**config.mk**
```make
export PLATFORM = sky130hd
export DESIGN_NAME = trap_entry
export DESIGN_NICKNAME = d
export VERILOG_FILES = /design/src/rtl/trap_pkg.sv /design/src/rtl/irq_select.sv /design/src/rtl/trap_route.sv /design/src/rtl/trap_entry.sv
export SDC_FILE = /design/constraint.sdc
export NUM_CORES = 1
export LEC_CHECK = 0
export BUFFER_PORTS_ARGS = -buffer_cell sky130_fd_sc_hd__buf_2
export CAP_MARGIN = 20
export CORE_AREA = 2 2 154 156
export CTS_CLUSTER_SIZE = 20
export DETAILED_ROUTE_END_ITERATION = 7
export DIE_AREA = 0 0 156 158
export GPL_ROUTABILITY_DRIVEN = 0
export GPL_TIMING_DRIVEN = 1
export PLACE_DENSITY = 0.71
export SKIP_CTS_REPAIR_TIMING = 1
export SYNTH_ARGS = -nofsm -noshare
export SYNTH_HDL_FRONTEND = slang
export SYNTH_HIERARCHICAL = 1
export SYNTH_SLANG_ARGS = --single-unit
```
**constraint.sdc**
```tcl
create_clock -name clk_i -period 1.4 [get_ports clk_i]
set_input_delay 0.28 -clock clk_i [delete_from_list [all_inputs] [get_ports clk_i]]
set_output_delay 0.28 -clock clk_i [all_outputs]
set_load 0.01 [all_outputs]
```
**src/rtl/trap_pkg.sv**
```systemverilog
package trap_pkg;
  localparam logic [1:0] PRV_U = 2'd0;
  localparam logic [1:0] PRV_S = 2'd1;
  localparam logic [1:0] PRV_M = 2'd3;

  localparam int ST_SIE  = 1;
  localparam int ST_MIE  = 3;
  localparam int ST_SPIE = 5;
  localparam int ST_MPIE = 7;
  localparam int ST_SPP  = 8;
  localparam int ST_MPP  = 11;  // two bits, 12:11

  localparam int BKPT_CAUSE = 3;
endpackage

```
**src/rtl/irq_select.sv**
```systemverilog
module irq_select
  import trap_pkg::*;
#(
  parameter int XLEN = 32,
  localparam int IW = $clog2(XLEN)
) (
  input  logic [XLEN-1:0] pend_i,
  input  logic [XLEN-1:0] mideleg_i,
  input  logic [1:0]      priv_i,
  input  logic            mie_i,
  input  logic            sie_i,
  output logic            valid_o,
  output logic [IW-1:0]   idx_o
);
  logic            m_en, s_en;
  logic [XLEN-1:0] m_set, s_set, sel;

  always_comb begin
    m_en  = (priv_i != PRV_M) || mie_i;
    s_en  = (priv_i == PRV_U) || ((priv_i == PRV_S) && sie_i);
    m_set = pend_i & ~mideleg_i & {XLEN{m_en}};
    s_set = pend_i & mideleg_i & {XLEN{s_en}};
    // delegated set only when nothing stays in M
    sel   = (m_set != '0) ? m_set : s_set;
    valid_o = (sel != '0);
    idx_o = '0;
    for (int i = XLEN - 1; i >= 0; i--) begin
      if (sel[i]) idx_o = IW'(i);
    end
  end
endmodule

```
**src/rtl/trap_route.sv**
```systemverilog
module trap_route
  import trap_pkg::*;
#(
  parameter int XLEN = 32,
  parameter logic [XLEN-1:0] DBG_ENTRY = 32'h0000_0800,
  parameter logic [XLEN-1:0] DBG_TVEC  = 32'h0000_0808,
  localparam int IW = $clog2(XLEN)
) (
  input  logic            irq_valid_i,
  input  logic [IW-1:0]   irq_idx_i,
  input  logic            exc_valid_i,
  input  logic [XLEN-1:0] exc_cause_i,
  input  logic [1:0]      priv_i,
  input  logic [XLEN-1:0] mstatus_i,
  input  logic [XLEN-1:0] medeleg_i,
  input  logic [XLEN-1:0] mideleg_i,
  input  logic [XLEN-1:0] mtvec_i,
  input  logic [XLEN-1:0] stvec_i,
  input  logic            dbg_mode_i,
  input  logic [3:0]      ebreak_en_i,
  output logic            take_o,
  output logic [XLEN-1:0] pc_o,
  output logic [1:0]      priv_o,
  output logic [XLEN-1:0] mstatus_o,
  output logic [XLEN-1:0] cause_o,
  output logic            mwe_o,
  output logic            swe_o,
  output logic            dbg_o
);
  localparam logic [XLEN-1:0] XLEN_V = XLEN;

  logic            irq_take, exc_take, to_s;
  logic [XLEN-1:0] num, deleg, vec_off;

  always_comb begin
    irq_take = irq_valid_i && !dbg_mode_i;
    exc_take = exc_valid_i && !irq_take;
    num      = irq_take ? XLEN'(irq_idx_i) : exc_cause_i;
    deleg    = irq_take ? mideleg_i : medeleg_i;
    to_s     = (priv_i == PRV_U || priv_i == PRV_S) && (num < XLEN_V)
               && deleg[num[IW-1:0]];
    vec_off  = (mtvec_i[0] && irq_take) ? (XLEN'(irq_idx_i) << 2) : '0;

    take_o    = 1'b0;
    pc_o      = '0;
    priv_o    = priv_i;
    mstatus_o = mstatus_i;
    cause_o   = '0;
    mwe_o     = 1'b0;
    swe_o     = 1'b0;
    dbg_o     = 1'b0;

    if (dbg_mode_i && exc_valid_i) begin
      take_o = 1'b1;
      pc_o   = (exc_cause_i == XLEN'(BKPT_CAUSE)) ? DBG_ENTRY : DBG_TVEC;
    end else if (exc_take && exc_cause_i == XLEN'(BKPT_CAUSE) && ebreak_en_i[priv_i]) begin
      take_o = 1'b1;
      pc_o   = DBG_ENTRY;
      priv_o = PRV_M;
      dbg_o  = 1'b1;
    end else if (irq_take || exc_take) begin
      take_o  = 1'b1;
      cause_o = irq_take ? {1'b1, {(XLEN-1-IW){1'b0}}, irq_idx_i} : exc_cause_i;
      if (to_s) begin
        pc_o   = stvec_i;
        priv_o = PRV_S;
        swe_o  = 1'b1;
        mstatus_o[ST_SPIE] = mstatus_i[ST_SIE];
        mstatus_o[ST_SPP]  = priv_i[0];
        mstatus_o[ST_SIE]  = 1'b0;
      end else begin
        pc_o   = {mtvec_i[XLEN-1:1], 1'b0} + vec_off;
        priv_o = PRV_M;
        mwe_o  = 1'b1;
        mstatus_o[ST_MPIE]          = mstatus_i[ST_MIE];
        mstatus_o[ST_MPP+1:ST_MPP]  = priv_i;
        mstatus_o[ST_MIE]           = 1'b0;
      end
    end
  end
endmodule

```
**src/rtl/trap_entry.sv**
```systemverilog
module trap_entry
  import trap_pkg::*;
#(
  parameter int XLEN = 32,
  parameter logic [XLEN-1:0] DBG_ENTRY = 32'h0000_0800,
  parameter logic [XLEN-1:0] DBG_TVEC  = 32'h0000_0808
) (
  input  logic            clk_i,
  input  logic            rst_ni,
  input  logic [XLEN-1:0] irq_pend_i,
  input  logic            exc_valid_i,
  input  logic [XLEN-1:0] exc_cause_i,
  input  logic [XLEN-1:0] pc_i,
  input  logic [1:0]      priv_i,
  input  logic [XLEN-1:0] mstatus_i,
  input  logic [XLEN-1:0] medeleg_i,
  input  logic [XLEN-1:0] mideleg_i,
  input  logic [XLEN-1:0] mtvec_i,
  input  logic [XLEN-1:0] stvec_i,
  input  logic            dbg_mode_i,
  input  logic [3:0]      ebreak_en_i,
  output logic            trap_o,
  output logic [XLEN-1:0] trap_pc_o,
  output logic [1:0]      priv_o,
  output logic [XLEN-1:0] mstatus_o,
  output logic [XLEN-1:0] cause_o,
  output logic            mepc_we_o,
  output logic            sepc_we_o,
  output logic [XLEN-1:0] saved_pc_o,
  output logic            dbg_enter_o,
  output logic [1:0]      dbg_prv_o
);
  localparam int IW = $clog2(XLEN);

  logic            irq_valid;
  logic [IW-1:0]   irq_idx;
  logic            take_d, mwe_d, swe_d, dbg_d;
  logic [XLEN-1:0] pc_d, mst_d, cause_d;
  logic [1:0]      priv_d;

  irq_select #(.XLEN(XLEN)) u_irq (
    .pend_i    (irq_pend_i),
    .mideleg_i (mideleg_i),
    .priv_i    (priv_i),
    .mie_i     (mstatus_i[ST_MIE]),
    .sie_i     (mstatus_i[ST_SIE]),
    .valid_o   (irq_valid),
    .idx_o     (irq_idx)
  );

  trap_route #(.XLEN(XLEN), .DBG_ENTRY(DBG_ENTRY), .DBG_TVEC(DBG_TVEC)) u_route (
    .irq_valid_i (irq_valid),
    .irq_idx_i   (irq_idx),
    .exc_valid_i (exc_valid_i),
    .exc_cause_i (exc_cause_i),
    .priv_i      (priv_i),
    .mstatus_i   (mstatus_i),
    .medeleg_i   (medeleg_i),
    .mideleg_i   (mideleg_i),
    .mtvec_i     (mtvec_i),
    .stvec_i     (stvec_i),
    .dbg_mode_i  (dbg_mode_i),
    .ebreak_en_i (ebreak_en_i),
    .take_o      (take_d),
    .pc_o        (pc_d),
    .priv_o      (priv_d),
    .mstatus_o   (mst_d),
    .cause_o     (cause_d),
    .mwe_o       (mwe_d),
    .swe_o       (swe_d),
    .dbg_o       (dbg_d)
  );

  always_ff @(posedge clk_i or negedge rst_ni) begin
    if (!rst_ni) begin
      trap_o      <= 1'b0;
      trap_pc_o   <= '0;
      priv_o      <= PRV_M;
      mstatus_o   <= '0;
      cause_o     <= '0;
      mepc_we_o   <= 1'b0;
      sepc_we_o   <= 1'b0;
      saved_pc_o  <= '0;
      dbg_enter_o <= 1'b0;
      dbg_prv_o   <= PRV_U;
    end else begin
      trap_o      <= take_d;
      trap_pc_o   <= pc_d;
      priv_o      <= priv_d;
      mstatus_o   <= mst_d;
      cause_o     <= cause_d;
      mepc_we_o   <= mwe_d;
      sepc_we_o   <= swe_d;
      saved_pc_o  <= pc_i;
      dbg_enter_o <= dbg_d;
      dbg_prv_o   <= priv_i;
    end
  end
endmodule

```
==> qor.yml, run 1 <==
hp-start: "stvec_i[0]"
finalMaxSlewViolations: 0
synth-main-ff-cell: "dfrtp_1"
placed_cell_area_mm2: 0.0114
slew_headroom_pct: 71.1
drive_gt1_share_pct: 57.7
rsz0062_at_grt: "yes"
core_region_area_mm2: 0.0231
rows: 56
synth.yosys.seq_area_share_pct: 46.2
start_util_pct: 32.0
cts_tree: "yes"
violations: "setup timing"
dr.pass1.iters: 5
yosys_warnings: 6
antenna_found_initial: 5
dp_slack_ns: -3.58
postSynthCellCount: 708
status: "finished, violations left"
max_freq_ghz: 0.233
synth.distinct_cells: 85
path_cells: "buf_6 > nand2b_4 > o2111ai_4 > or4_4 > o31ai_4 > a211oi_2 > a41o_1 > a211o_1 > nor4_4 > a21oi_4 > buf_6 > buf_12 > and3_4 > ha_4 > fa_2 > a21oi_2 > o21bai_2 > a21oi_2 > buf_6 > buf_12 > nor3b_2 > xor2_1 > mux2i_1 > nor2_1"
cp_data_required_time_ns: 1.70
grt_max_degree: 60
final_antenna_net_count: 0
post-route-drc-count: 0
mostFrequentLayoutCells: "389 x buf_2, 220 x buf_4, 134 x dfrtp_1, 61 x nor2_1, 58 x dlygate4sd3_1"
hp-class: "primary input to flip-flop"
power.leakage_uw: 0.00673
crit_path_start_kind: "primary input"
clock_sinks: 136
die_w_um: 156
die_y_um: 158
cts_buffers: 17
grt-ovfl-total: 0
grtUsageTotal_pct: 22.8
fin_crit_sh_pct: 307
synth_top_area_share_pct: 45.5
avgSynthCellArea_um2: 10.4
setup_slack_ns: -2.90
clock-root-buffer: "clkbuf_16"
crit_slowest_cell: "or4_4"
netlist_top_cells_area: "dfrtp_1 45%, mux2i_1 5.4%, nor2_1 3.3%, nand2b_1 3.1%, buf_4 2.9%"
critPathKind: "primary input to flip-flop"
cp_max_fo: 5
maxCapViolations: 0
finalSetupViolations: 77
final_hold_viol_count: 0
tightest_slew_ns: 0.431
die_area_mm2: 0.0246
drtIter0Drc: 405
final_common_cell: "buf_2"
clk_pin_slew_ns: 0.06
htree_levels: 4
fin_area_mm2: 0.0134
num_vias: 8361
area_growth_pct: 81.2
synth.net_count: 980
dp_hpwl_mm: 24.7
hold_slack_ns: 0.0832
fin_nets: 1655
crit_top_cell: "buf_6"
synth_async_sr_flop_share_pct: 100
port_buffers: 401
synth-edff-count: 0
clk_path_buf_depth: 2
avgViaCountPerCell: 4.94
vdd_drop_max_mv: 0.788
io_pins: 402
worstHoldEndpoint: "trap_pc_o[0]$_DFF_PN0_"
cp-end-kind: "flip-flop"
grt_first_pass_wirelength_mm: 42.6
cp.arrival_ns: 4.60
whs_path_depth: 3
post_drt_wl_per_cell_um: 19.2
crit_path_start: "mideleg_i[11]"
cpPeakStageDelay_ns: 0.61
ys_seq_elements: 136
period_minus_slack_ns: 4.30
grt_pass1_vias: 7903
power_density_mw_per_mm2: 886
wirelength_mm: 32.4
yosysTopAreaCell: "dfrtp_1"
syn-cell-area_mm2: 0.00737
-- cells by family (layout without fill, tap and decap cells) --
| logic type | Yosys count | count (layout) | share of synthesized area (%) |
|---|---|---|---|
| flip-flops | 136 | 136 | 46.2 |
| AO/OA/AOI/OAI | 110 | 110 | 10.8 |
| XOR/XNOR | 25 | 25 | 2.97 |
| multiplexers | 60 | 60 | 10.8 |
| other | 0 | 5 | 0 |
| buffers and inverters | 64 | 752 | 5.51 |
| adder cells (fa/ha/maj) | 6 | 6 | 1.12 |
| AND/OR/NAND/NOR | 307 | 307 | 22.6 |
-- registers in the layout (all words and copies together) (netlist names) --
name and flops:
priv_o 2, trap_pc_o 32, sepc_we_o 1, trap_o 1, dbg_enter_o 1, saved_pc_o 32
mepc_we_o 1, cause_o 32, mstatus_o 32, dbg_prv_o 2
-- through the flow --
step	cells	setup TNS [ns]	util [%]	total power, uW
detailed placement	1567	-220.85	49.2	7100
finish	1691	-171.76	58.0	11800
global route	1689	-182.16	57.9	12300
CTS	1599	-187.65	51.7	11500
floorplan	708	-171.78	-	5550
global placement	1567	-217.21	49.2	7060
-- worst max path at each step --
stage | to | slack [ns]
after floorplan | mstatus_o[11]$_DFF_PN0_ | -2.84
after global placement | trap_pc_o[30]$_DFF_PN0_ | -3.52
after detailed placement | trap_pc_o[8]$_DFF_PN0_ | -3.58
after CTS | trap_pc_o[30]$_DFF_PN0_ | -3.14
after global routing | trap_pc_o[16]$_DFF_PN0_ | -3.07
final | trap_pc_o[12]$_DFF_PN0_ | -2.90
-- cells in the mapped netlist, drive strengths merged (15+ instances only) --
cell	count
dfrtp	134
nor2	67
nand2	54
mux2i	41
buf	39
nand2b	37
and2	28
a21oi	23
nor3	21
o21ai	19
nor4	18
nand3	17
and3	15
inv	15
-- worst max-delay path, delay by kind of cell --
kind,cells,cell delay [ns]
AOI/OAI and AO/OA,9,1.57
and+or+nand+nor,6,1.34
buffers and inverters,5,0.58
adders and majority gates,2,0.53
muxes,1,0.15
xor gates and xnor gates,1,0.14
-- layer usage --
| metal | global-route usage [%] | wire length (um) | vias up |
|---|---|---|---|
| li1 | - | - | 3884 |
| met1 | 24.8 | 11600 | 3997 |
| met2 | 43.6 | 17600 | 404 |
| met3 | 4.08 | 2080 | 74 |
| met4 | 8.87 | 1190 | 2 |
| met5 | 0 | 13 | - |
-- where the power goes --
group | total (uW) | internal, uW | switching (uW)
registers | 4260 | 4180 | 73.1
clock network | 4330 | 2390 | 1930
logic | 3260 | 1700 | 1550
-- cell type report --
cell class | count | area [um^2]
Multi-Input combinational cell | 508 | 4230
Tap cell | 290 | 363
Antenna cell | 5 | 12.5
Fill cell | 1855 | 9690
Sequential cell | 136 | 3410
Clock inverter | 14 | 133
Inverter | 15 | 56.3
Timing Repair Buffer | 705 | 4720
Clock buffer | 18 | 439
Power figures use the tool's default switching activity.
==> run 2: changes to the inputs <==
- CORE_AREA: 2 2 154 156 -> 2 2 157 159
- CTS_BUF_LIST: default -> sky130_fd_sc_hd__clkbuf_4
- DIE_AREA: 0 0 156 158 -> 0 0 159 161
- clock period: 1.4 -> 3.7 ns (I/O delays scaled with it)
==> qor.yml, run 2 (synthesized netlist as in run 1, its figures left out) <==
power.leakage_uw: 0.00598  # -11%
final_util_pct: 49.2  # -8.8 points
violations: "setup timing"
rsz0062_at_grt: "yes"
cp_max_fo: 5  # unchanged
dp_hpwl_mm: 24.6  # -0.29%
drtIter0Drc: 512  # +26%
drive_gt1_share_pct: 56.5  # -1.2 points
grtUsageTotal_pct: 22.3  # -0.49 points
m1WireLength_mm: 10.9  # -6.0%
io_pins: 402  # unchanged
crit_top_cell: "buf_4"
fin_nets: 1538  # -7.1%
cts_buffers: 17  # unchanged
cp_num_buf_inv: 6  # +1
hp-class: "primary input to asynchronous set/reset pin"
wirelength_mm: 30.2  # -6.9%
crit_slowest_cell: "or4_4"
final_antenna_net_count: 0  # unchanged
post-route-drc-count: 0  # unchanged
clk_path_buf_depth: 2  # unchanged
core_region_area_mm2: 0.0240  # +4.0%
start_util_pct: 30.8  # -1.2 points
clock-root-buffer: "clkbuf_4"
maxCapViolations: 0  # unchanged
status: "finished, violations left"
port_buffers: 401  # unchanged
grt_first_pass_wirelength_mm: 43.8  # +2.8%
avgViaCountPerCell: 4.86  # -1.8%
power_density_mw_per_mm2: 312  # -65%
clock_sinks: 136  # unchanged
vdd_drop_max_mv: 0.188  # -76%
num_vias: 7800  # -6.7%
final_hold_viol_count: 0  # unchanged
grt_pass1_vias: 7837  # -0.84%
dr_wl_met3_mm: 2.45  # +17%
tightest_slew_ns: 0.796  # +0.365 ns
finalMaxSlewViolations: 0  # unchanged
dr.pass1.iters: 4  # -1
cp.arrival_ns: 5.10  # +0.50 ns
worst_path_dominant_cell_family: "simple AND/OR/NAND/NOR gates"
cts_tree: "yes"
critPathKind: "primary input to flip-flop"
grt_max_degree: 87  # +45%
antenna_found_initial: 6  # +1
fin_crit_sh_pct: 126
cp-end-kind: "flip-flop"
finalSetupTns_ns: -35.11  # +136.64 ns
grt-ovfl-total: 0  # unchanged
slew_headroom_pct: 46.9  # -24 points
rows: 57  # +1.8%
die_y_um: 161  # +1.9%
final_common_cell: "buf_2"
mostFrequentLayoutCells: "395 x buf_2, 173 x buf_4, 134 x dfrtp_1, 62 x nor2_1, 52 x nand2_1"
die_area_mm2: 0.0256  # +3.9%
htree_levels: 4  # unchanged
period_minus_slack_ns: 4.65
setup_slack_ns: -0.954  # +1.95 ns
top_layer_used: "met5"
finalSetupViolations: 42  # -45%
die_w_um: 159  # +1.9%
clk_pin_slew_ns: 0.14  # +0.08 ns
cpPeakStageDelay_ns: 0.57  # -0.04 ns
post_drt_wl_per_cell_um: 18.8  # -1.9%
cp_data_required_time_ns: 4.15  # +2.45 ns
route.met2.wl_mm: 15.7  # -11%
path_cells: "buf_6 > nand2b_4 > o2111ai_4 > or4_4 > buf_4 > nor3_4 > buf_6 > a31oi_4 > nand3_1 > a211oi_1 > or3_1 > a21oi_4 > buf_4 > mux4_2 > mux2i_1 > nor3_1 > a211oi_2 > buf_4 > a211oi_4 > buf_12 > nor2_4 > mux2_2"
area_growth_pct: 59.7
max_freq_ghz: 0.215
crit_path_start_kind: "primary input"
run 2: cell types whose count changed in the layout (fill, tap and decap cells not counted), sizes merged:
cell         change
buf             -58
diode            -2
clkbuf           -2
clkinv           +2
dlygate4sd3     -58
bufinv           +1
clkinvlp         -2
run 2: worst paths after layout:
check	slack, ns	startpoint	cells after the start	end
worst max-delay path	-0.95	mideleg_i[1]	22	mstatus_o[11]$_DFF_PN0_
worst min-delay path	0.24	rst_ni	1	trap_pc_o[6]$_DFF_PN0_
max in group asynchronous	2.66	rst_ni	2	cause_o[6]$_DFF_PN0_
min in group clk_i	0.29	pc_i[26]	1	saved_pc_o[26]$_DFF_PN0_
run 2: layout make-up:
| type | instances | area, um^2 |
|---|---|---|
| sequential | 136 | 3410 |
| clock buffer | 17 | 128 |
| clock inverter | 15 | 158 |
| multi-input combinational | 508 | 4050 |
| inverter | 15 | 56.3 |
| antenna | 3 | 7.51 |
| timing repair buffer | 588 | 3570 |
| tap | 324 | 405 |
| fill | 2227 | 12200 |
run 2: metrics by stage:
stage	area (um^2)	instances	total power (uW)	setup WS [ns]	hold WS, ns
after floorplan	7640	708	2100	-1.00	0.444
after global placement	11000	1550	2630	-1.49	0.848
after detailed placement	11000	1550	2650	-1.52	0.849
after CTS	11300	1582	3660	-0.892	0.214
after global routing	11800	1604	3880	-1.03	0.209
final	11800	1606	3680	-0.954	0.238
run 2: routing by layer:
layer	up-vias	track usage [%]
li1	3646	-
met5	-	0
met4	10	9.05
met3	69	6.11
met1	3701	24.3
met2	374	40.9
run 2: where the power goes:
group	switching [uW]	leakage (uW)	internal [uW]	total [uW]
Combinational	542	0.00416	546	1090
Sequential	22.8	0.00167	1580	1600
Clock	625	0.000150	362	987
